`src/rtl/bank_pkg.sv`:
```
package bank_pkg;
  localparam int MODE_W = 5;
  localparam int NUM_BANKS = 6;
  localparam int IDX_W = $clog2(NUM_BANKS);

  localparam logic [MODE_W-1:0] M_USR = 5'h10;
  localparam logic [MODE_W-1:0] M_FIQ = 5'h11;
  localparam logic [MODE_W-1:0] M_IRQ = 5'h12;
  localparam logic [MODE_W-1:0] M_SVC = 5'h13;
  localparam logic [MODE_W-1:0] M_ABT = 5'h17;
  localparam logic [MODE_W-1:0] M_UND = 5'h1B;
  localparam logic [MODE_W-1:0] M_SYS = 5'h1F;

  typedef struct packed {
    logic             ok;
    logic [IDX_W-1:0] idx;
  } bank_sel_t;

  // Mode code to bank slot; user and system fold onto slot 0.
  function automatic bank_sel_t map_bank(input logic [MODE_W-1:0] m);
    bank_sel_t s;
    s.ok  = 1'b1;
    s.idx = '0;
    case (m)
      M_USR, M_SYS: s.idx = IDX_W'(0);
      M_SVC:        s.idx = IDX_W'(1);
      M_ABT:        s.idx = IDX_W'(2);
      M_UND:        s.idx = IDX_W'(3);
      M_IRQ:        s.idx = IDX_W'(4);
      M_FIQ:        s.idx = IDX_W'(5);
      default:      s.ok  = 1'b0;
    endcase
    return s;
  endfunction
endpackage

```
`src/rtl/bank_store.sv`:
```
module bank_store #(
  parameter int W = 32,
  parameter int NB = 6,
  parameter int IW = $clog2(NB)
) (
  input  logic          clk,
  input  logic          rst_n,
  input  logic          we,
  input  logic [IW-1:0] wr_idx,
  input  logic [W-1:0]  wr_sp,
  input  logic [W-1:0]  wr_lr,
  input  logic [W-1:0]  wr_psr,
  input  logic [IW-1:0] rd_idx,
  output logic [W-1:0]  rd_sp,
  output logic [W-1:0]  rd_lr,
  output logic [W-1:0]  rd_psr
);
  logic [W-1:0] sp_q  [NB];
  logic [W-1:0] lr_q  [NB];
  logic [W-1:0] psr_q [NB];

  for (genvar g = 0; g < NB; g++) begin : g_bank
    always_ff @(posedge clk) begin
      if (!rst_n) begin
        sp_q[g]  <= '0;
        lr_q[g]  <= '0;
        psr_q[g] <= '0;
      end else if (we && wr_idx == IW'(g)) begin
        sp_q[g]  <= wr_sp;
        lr_q[g]  <= wr_lr;
        psr_q[g] <= wr_psr;
      end
    end
  end

  always_comb begin
    rd_sp  = '0;
    rd_lr  = '0;
    rd_psr = '0;
    for (int i = 0; i < NB; i++) begin
      if (rd_idx == IW'(i)) begin
        rd_sp  = sp_q[i];
        rd_lr  = lr_q[i];
        rd_psr = psr_q[i];
      end
    end
  end
endmodule

```
`src/rtl/fiq_shadow.sv`:
```
module fiq_shadow #(
  parameter int W = 32,
  parameter int N = 5,
  parameter int HW = W * N
) (
  input  logic          clk,
  input  logic          rst_n,
  input  logic          save_usr,
  input  logic          save_fiq,
  input  logic [HW-1:0] live_hi,
  output logic [HW-1:0] usr_hi,
  output logic [HW-1:0] fiq_hi
);
  always_ff @(posedge clk) begin
    if (!rst_n) begin
      usr_hi <= '0;
      fiq_hi <= '0;
    end else begin
      if (save_usr) usr_hi <= live_hi;
      if (save_fiq) fiq_hi <= live_hi;
    end
  end
endmodule

```
`src/rtl/bank_switch.sv`:
```
module bank_switch #(
  parameter int W = 32,
  parameter int NHI = 5,
  parameter int HW = W * NHI
) (
  input  logic                       clk,
  input  logic                       rst_n,
  input  logic                       req_valid,
  input  logic [bank_pkg::MODE_W-1:0] cur_mode,
  input  logic [bank_pkg::MODE_W-1:0] new_mode,
  input  logic [W-1:0]               live_sp_in,
  input  logic [W-1:0]               live_lr_in,
  input  logic [W-1:0]               live_psr_in,
  input  logic [HW-1:0]              live_hi_in,
  output logic                       done,
  output logic                       mode_err,
  output logic [W-1:0]               sp_out,
  output logic [W-1:0]               lr_out,
  output logic [W-1:0]               psr_out,
  output logic [HW-1:0]              hi_out
);
  import bank_pkg::*;

  bank_sel_t cur_sel, new_sel;
  logic legal_req, bad_req, same_mode, do_switch;
  logic enter_fiq, leave_fiq, shared_bank;
  logic [W-1:0]  rd_sp, rd_lr, rd_psr;
  logic [W-1:0]  nx_sp, nx_lr, nx_psr;
  logic [HW-1:0] usr_hi, fiq_hi, nx_hi;

  assign cur_sel     = map_bank(cur_mode);
  assign new_sel     = map_bank(new_mode);
  assign legal_req   = req_valid && cur_sel.ok && new_sel.ok;
  assign bad_req     = req_valid && !(cur_sel.ok && new_sel.ok);
  assign same_mode   = (cur_mode == new_mode);
  assign do_switch   = legal_req && !same_mode;
  assign enter_fiq   = do_switch && (new_mode == M_FIQ);
  assign leave_fiq   = do_switch && (cur_mode == M_FIQ);
  assign shared_bank = (cur_sel.idx == new_sel.idx);

  bank_store #(.W(W), .NB(NUM_BANKS), .IW(IDX_W)) u_store (
    .clk    (clk),
    .rst_n  (rst_n),
    .we     (do_switch),
    .wr_idx (cur_sel.idx),
    .wr_sp  (live_sp_in),
    .wr_lr  (live_lr_in),
    .wr_psr (live_psr_in),
    .rd_idx (new_sel.idx),
    .rd_sp  (rd_sp),
    .rd_lr  (rd_lr),
    .rd_psr (rd_psr)
  );

  fiq_shadow #(.W(W), .N(NHI), .HW(HW)) u_shadow (
    .clk      (clk),
    .rst_n    (rst_n),
    .save_usr (enter_fiq),
    .save_fiq (leave_fiq),
    .live_hi  (live_hi_in),
    .usr_hi   (usr_hi),
    .fiq_hi   (fiq_hi)
  );

  // Same mode or same bank: the freshly saved live values are the answer.
  always_comb begin
    if (same_mode || shared_bank) begin
      nx_sp  = live_sp_in;
      nx_lr  = live_lr_in;
      nx_psr = live_psr_in;
    end else begin
      nx_sp  = rd_sp;
      nx_lr  = rd_lr;
      nx_psr = rd_psr;
    end
    if (enter_fiq)      nx_hi = fiq_hi;
    else if (leave_fiq) nx_hi = usr_hi;
    else                nx_hi = live_hi_in;
  end

  always_ff @(posedge clk) begin
    if (!rst_n) begin
      done     <= 1'b0;
      mode_err <= 1'b0;
      sp_out   <= '0;
      lr_out   <= '0;
      psr_out  <= '0;
      hi_out   <= '0;
    end else begin
      done     <= legal_req;
      mode_err <= bad_req;
      if (legal_req) begin
        sp_out  <= nx_sp;
        lr_out  <= nx_lr;
        psr_out <= nx_psr;
        hi_out  <= nx_hi;
      end
    end
  end
endmodule

```
`config.mk`:
```
export PLATFORM = sky130hd
export DESIGN_NAME = bank_switch
export DESIGN_NICKNAME = d
export VERILOG_FILES = /design/src/rtl/bank_pkg.sv /design/src/rtl/bank_store.sv /design/src/rtl/fiq_shadow.sv /design/src/rtl/bank_switch.sv
export SDC_FILE = /design/constraint.sdc
export NUM_CORES = 2
export LEC_CHECK = 0
export BUFFER_PORTS_ARGS = -buffer_cell sky130_fd_sc_hd__buf_2
export CAP_MARGIN = 40
export CORE_ASPECT_RATIO = 0.75
export CORE_MARGIN = 2
export CORE_UTILIZATION = 30
export CTS_CLUSTER_DIAMETER = 150
export DETAILED_ROUTE_END_ITERATION = 7
export GPL_TIMING_DRIVEN = 0
export PLACE_DENSITY_LB_ADDON = 0.1
export SLEW_MARGIN = 20
export SYNTH_ARGS = -nofsm -noshare
export SYNTH_HDL_FRONTEND = slang
export SYNTH_SLANG_ARGS = --single-unit
```
`constraint.sdc`:
```
create_clock -name clk -period 11.3 [get_ports clk]
set_input_delay 0.565 -clock clk [delete_from_list [all_inputs] [get_ports clk]]
set_output_delay 0.565 -clock clk [all_outputs]
set_load 0.02 [all_outputs]
```
## Word level (Yosys, flattened, before mapping)

Memories as Yosys holds them, arrays and structs flattened.
Cells that the tools add are included.

| cells by class | value |
|---|---|
| bitwise operators | 18 |
| reduce and logical (&&, ||, !) cells | 20 |
| mux-type cells | 64 |
| equality and inequality tests | 26 |

Operators by type and width:

| cell | number |
|---|---|
| 2-to-1 mux 32 bit | 39 |
| 2-to-1 mux 160 bit | 2 |
| equality test 5 bit, second input constant | 14 |
| case mux 3 bit (5 select lines) | 2 |
| 2-to-1 mux 1 bit | 21 |
| bitwise OR 1 bit | 18 |
| OR reduction 7 bit | 2 |
| logical AND 1 bit | 13 |
| equality test 3 x 2 -> 1 bit, second input constant | 4 |
| equality test 3 bit, second input constant | 4 |
| equality test 3 x 1 -> 1 bit, second input constant | 2 |
| zero test 3 bit | 2 |
| equality test 5 bit | 1 |
| equality test 3 bit | 1 |
| zero test 1 bit | 2 |
| logical OR 1 bit | 1 |

| storage, ports and cells | value |
|---|---|
| memories | 3 |
| register bits after elaboration | 578 |
| input bits | 269 |
| RAM bits | 576 |
| output and inout bits | 258 |

Memories:

| name | words | width | read ports | clocked after memory_dff | wr ports | line | RTL |
|---|---|---|---|---|---|---|---|
| u_store.lr_q | 6 | 32 | 6 | 0 | 6 | bank_store.sv:19 | `logic [W-1:0] lr_q [NB];` |
| u_store.psr_q | 6 | 32 | 6 | 0 | 6 | bank_store.sv:20 | `logic [W-1:0] psr_q [NB];` |
| u_store.sp_q | 6 | 32 | 6 | 0 | 6 | bank_store.sv:18 | `logic [W-1:0] sp_q [NB];` |

## Longest topological paths before layout

| logic depth | value |
|---|---|
| word-level depth | 11 |
| gate-level depth with buffers | 11 |

## Cells and area by module

From an unflattened synthesis, not the netlist that was laid out.

| second synthesis, totals | value |
|---|---|
| cells, all modules | 4286 |
| area total of the unflattened synthesis | 50495.9 um2 |

By module, submodules not included:

| module | seq. area each (um2) | area an instance (um2) | cells each | times used |
|---|---|---|---|---|
| bank_store | 17296.6 | 26253.9 | 1896 | 1 |
| fiq_shadow | 6406.1 | 12181.7 | 1031 | 1 |
| bank_switch | 5165.0 | 12060.3 | 1359 | 1 |

## Least setup slack after synthesis

Ideal clock, no wire load.

| timing path | value |
|---|---|
| kind | input to register |
| from | input new_mode[2] in the netlist's numbering |
| to | memory u_store.lr_q[0][0] (enable) |
| setup time | 683 ps |
| data required time | 10617 ps |
| buffers on the path | 1 |
| setup slack | 2479 ps |
| stages | 5 |
| arrival | 8137 ps |
| cells stage by stage | buf_4 > a2bb2oi_1 > nor3_4 > nand3_1 > o21ai_0 |

RTL lines:

| what | line | RTL |
|---|---|---|
| start, declared | bank_switch.sv:10 | `input logic [bank_pkg::MODE_W-1:0] new_mode,` |
| end, declared | bank_store.sv:19 |  |

==> results.md <==
Yosys:
- The number of warnings issued by yosys is 0.
- Ranked by total cell area, the synthesized netlist is headed by edfxtp_1 (35%), dfxtp_1 (23%), nand2_1 (8.0%), and2_1 (7.2%), a21boi_0 (3.2%).
- Dividing the synthesized area by the synthesized cell count gives 10.03 um^2.
- Of the post-synthesis cell area, the dominant cell type holds 34.67%.
- The most used flip-flop cell after synthesis is dfxtp_1.
- The number of enable-type register cells in the synthesized netlist is 576.
- Synthesis produced a netlist whose cell count is 4973.
- The post-synthesis sequential area ratio is 57.87%.
- The post-synthesis cell type count is 56.
- The post-synth net total is 5242.
- In this run, synthesis produced a sequential element count of 1154.
- The fraction of registers with async set or reset after synthesis is 0%.
- The cell type with the highest aggregate area in the netlist is edfxtp_1.
- In this run the cell area of the synthesized design comes to 49890 um^2.

STA:
- The count of final setup violators is 0.
- The worst path uses 34.95% of the clock period.
- The highest clock frequency the design can meet is 253.2 MHz.
- The slew at the pin with the worst max-slew slack is 0.9223 ns.
- The remaining max-slew budget at the tightest pin is 38.51%.
- The final setup slack of the worst path is 7.351 ns.
- The hold violation total from the final report is 0.
- The clock skew is 0.01833 ns.
- Setup repair after global routing left no endpoint under its margin.
- The setup TNS is 0 ns.
- The minimum period implied by the final worst setup slack is 3.949 ns.
- The final-report max-slew violation count is 0.

Worst setup path:
- For the worst setup path, the data arrival time is 4.42 ns.
- The buffers plus inverters on the worst setup path is 7.
- The endpoint required time on the critical path is 11.77 ns.
- The worst-path maximum fanout is 35.
- The class of the most critical setup path is in -> reg.
- STA classifies the critical path endpoint as a flop.
- The most numerous cell type found on the critical path is buf_2.
- The startpoint type of the worst setup path is an input pin.
- The signal on the critical path passes through buf_2 > buf_2 > xnor2_1 > nand3_1 > o2111ai_2 > buf_2 > buf_2 > buf_2 > nand2_4 > buf_16 > buf_16.
- The cell family with the largest share of critical-path delay is buffers and inverters.
- The largest individual stage delay along the critical path comes from the cell o2111ai_2.
- The delay of the slowest cell on the worst path is 0.73 ns.

Cells and area:
- The total of fill cells in the finished design is 16990.
- The ratio of cells with drive above 1 in the final layout is 16.65%.
- The net count of the finished layout is 5945.
- The area growth from synthesis to layout is 22.37%.

Power:
- The maximum resistive drop on vdd is 0.1322 mV.
- The leakage power total is 22.61 nW.
- The power per unit of standard cell area is 158.2 nW/um^2.

Place:
- Routability-driven placement finished with a final weighted congestion of 0.8164.
- Detailed placement finished with a half-perimeter wire length of 145.8 mm.
- Input and output buffers added on the ports amount to 517.
- Prior to clock tree synthesis, the placed netlist has a worst setup slack of 6.500 ns.

Worst hold path:
- The min-delay analysis places its worst path in the category in -> reg.

Clock tree:
- The clock-pin slew on the worst setup and hold paths is 0.07 ns.
- The number of buffers added to fix hold violations after cts is 0.
- In this run, CTS created clock tree buffers numbering 134.
- TritonCTS built the clock tree.
- The number of H-tree levels is 4.
- The clock tree buffer depth is 3.
- For the worst-skew pair, the clock arrives at the later sink with an insertion delay of 0.77 ns.
- The cell chosen for the clock root is clkbuf_16.
- The post-CTS setup buffer count is 0.
- CTS saw 1154 sinks.
- The number of gates given a new drive strength after cts is 0.

Global route:
- The remaining global-route overflow is 0.
- The initial antenna violation count is 81.
- The first global-routing pass estimated 287.9 mm of wire.
- Entering global routing, the biggest net connects 36 pins.
- The via count of the first global-routing pass is 39500.
- The total routing usage reported by global routing is 23.22%.

Floorplanning:
- For this design the top-level I/O count stands at 527.
- In this run the vertical extent of the chip is 357.2 um.
- The total area inside the core boundary comes to 165000 um^2.
- The die covers 169600 um^2.
- The floorplan step set the die width to 474.9 um.
- The initial core utilization is 30.24%.
- The floorplan has 129 rows.

Route:
- The average detailed-routed wire length per instance is 25.10 um.
- The number of DRC markers in iteration 0 is 3528.
- The post-route antenna net violation count is 0.
- The number of detailed-route iterations in the first pass is 6.
- For this run, design rule violations remaining after detail routing come to 0.
- The routed wire length is 201.9 mm.
- After detailed routing, the number of vias per cell comes to 5.113.
- The count of vias placed by the detailed router is 41120.

Run status:
- The run finished with clean final reports.

Job:
- The max-capacitance violation count is 0.
[flip-flops by register name (all words and copies together), names as in the netlist]
name / flops
u_store.lr_q: 192
sp_out: 32
u_shadow.fiq_hi: 160
u_shadow.usr_hi: 160
hi_out: 160
u_store.sp_q: 192
psr_out: 32
lr_out: 32
done: 1
u_store.psr_q: 192
mode_err: 1
[through the flow]
step           hold WS [ns]  power [W]  util, %  cells  cell area (um^2)
3_3_place_gp         0.4335   0.005289    33.50   7717             55260
2_1_floorplan        0.4310   0.004950        -   4973             49890
3_5_place_dp         0.4419   0.005287    34.25   7765             56500
5_1_grt             0.02531   0.009974    36.99   8033             61020
4_1_cts            0.008133   0.009758    36.95   8010             60950
6_report            0.05167   0.009659    37.01   8043             61050
[final cells by class]
cell class                      instances  area (um^2)  area share (%)
Tap cell                             2227         2786           4.564
Clock buffer                          206         4064           6.657
Inverter                                1        3.754        0.006149
Sequential cell                      1154        28870           47.29
Timing Repair Buffer                  567         3775           6.183
Multi-Input combinational cell       3379        19170           31.40
Clock inverter                         39        381.6          0.6251
Buffer                                439         1921           3.146
Antenna cell                           31        77.57          0.1271
[kinds of logic after synthesis]
kind of cell              count (synthesis)  synth area share (%)
AOI/OAI and AO/OA                      1403                 19.86
buffers and inverters                   440                 3.845
and+or+nand+nor                        1965                 18.24
DFF                                    1154                 57.87
xor gates and xnor gates                 11                0.1931
[per-layer routing]
layer / vias up / wire [um] / part of all wire, % / track usage, %
li1: 19180 / - / - / -
met2: 1247 / 88860 / 44 / 35.10
met5: - / 113 / 0.056 / 0
met4: 20 / 5380 / 2.7 / 6.796
met3: 307 / 11910 / 5.9 / 4.010
met1: 20370 / 95600 / 47 / 33.79
[synthesized netlist by cell type (all sizes together), types with 5 or more instances]
library cell / number
a221o: 93
dfxtp: 578
edfxtp: 576
nor2b: 6
nand3: 102
a22o: 92
o21ai: 272
a31oi: 92
a32oi: 95
clkbuf: 276
o2bb2ai: 151
xnor2: 9
a21o: 9
o22ai: 92
nand2: 1063
nor3: 5
nor2: 196
buf: 163
a21boi: 323
and2: 578
a21oi: 162
[power by group]
part,total (W),switching [W],internal [W]
combinational,0.000642,0.000427,0.000215
sequential,0.00455,0.0000469,0.00451
clock,0.00446,0.00186,0.00260
[worst min-delay path, delay by kind of cell]
family          cells  cell delay, ns
buf+inv             1            0.12
compound gates      1            0.05
simple gates        1            0.05
[path summary, 6_finish.rpt]
path                  startpoint                    to  slack [ns]  cells past startpoint
max                  new_mode[3]  u_store.psr_q[2][58]        7.35                     11
min              live_hi_in[100]  u_shadow.usr_hi[100]        0.05                      3
min reg2reg          hi_out[157]           hi_out[157]        0.45                      2
max reg2reg  u_store.sp_q[2][49]            sp_out[17]        9.99                      5
[cell usage in the layout (no fill, tap or decap), types with 9 or more instances in the layout]
cell,n
o21ai_1,27
dfxtp_1,578
nand2_1,1061
clkbuf_2,33
nand3_1,101
a21oi_1,162
buf_2,645
buf_4,11
buf_16,36
o21ai_0,240
a22o_1,92
edfxtp_1,576
buf_1,20
and2_1,578
buf_6,9
clkinv_1,9
a221o_1,93
o2bb2ai_1,151
a31oi_1,92
a32oi_1,95
a21o_1,9
clkbuf_1,280
diode_2,31
xnor2_1,9
a21boi_1,112
a21boi_0,211
o22ai_1,92
clkbuf_16,142
clkinv_2,13
clkbuf_8,27
nor2_1,191
(Power assumes the default switching activity.)
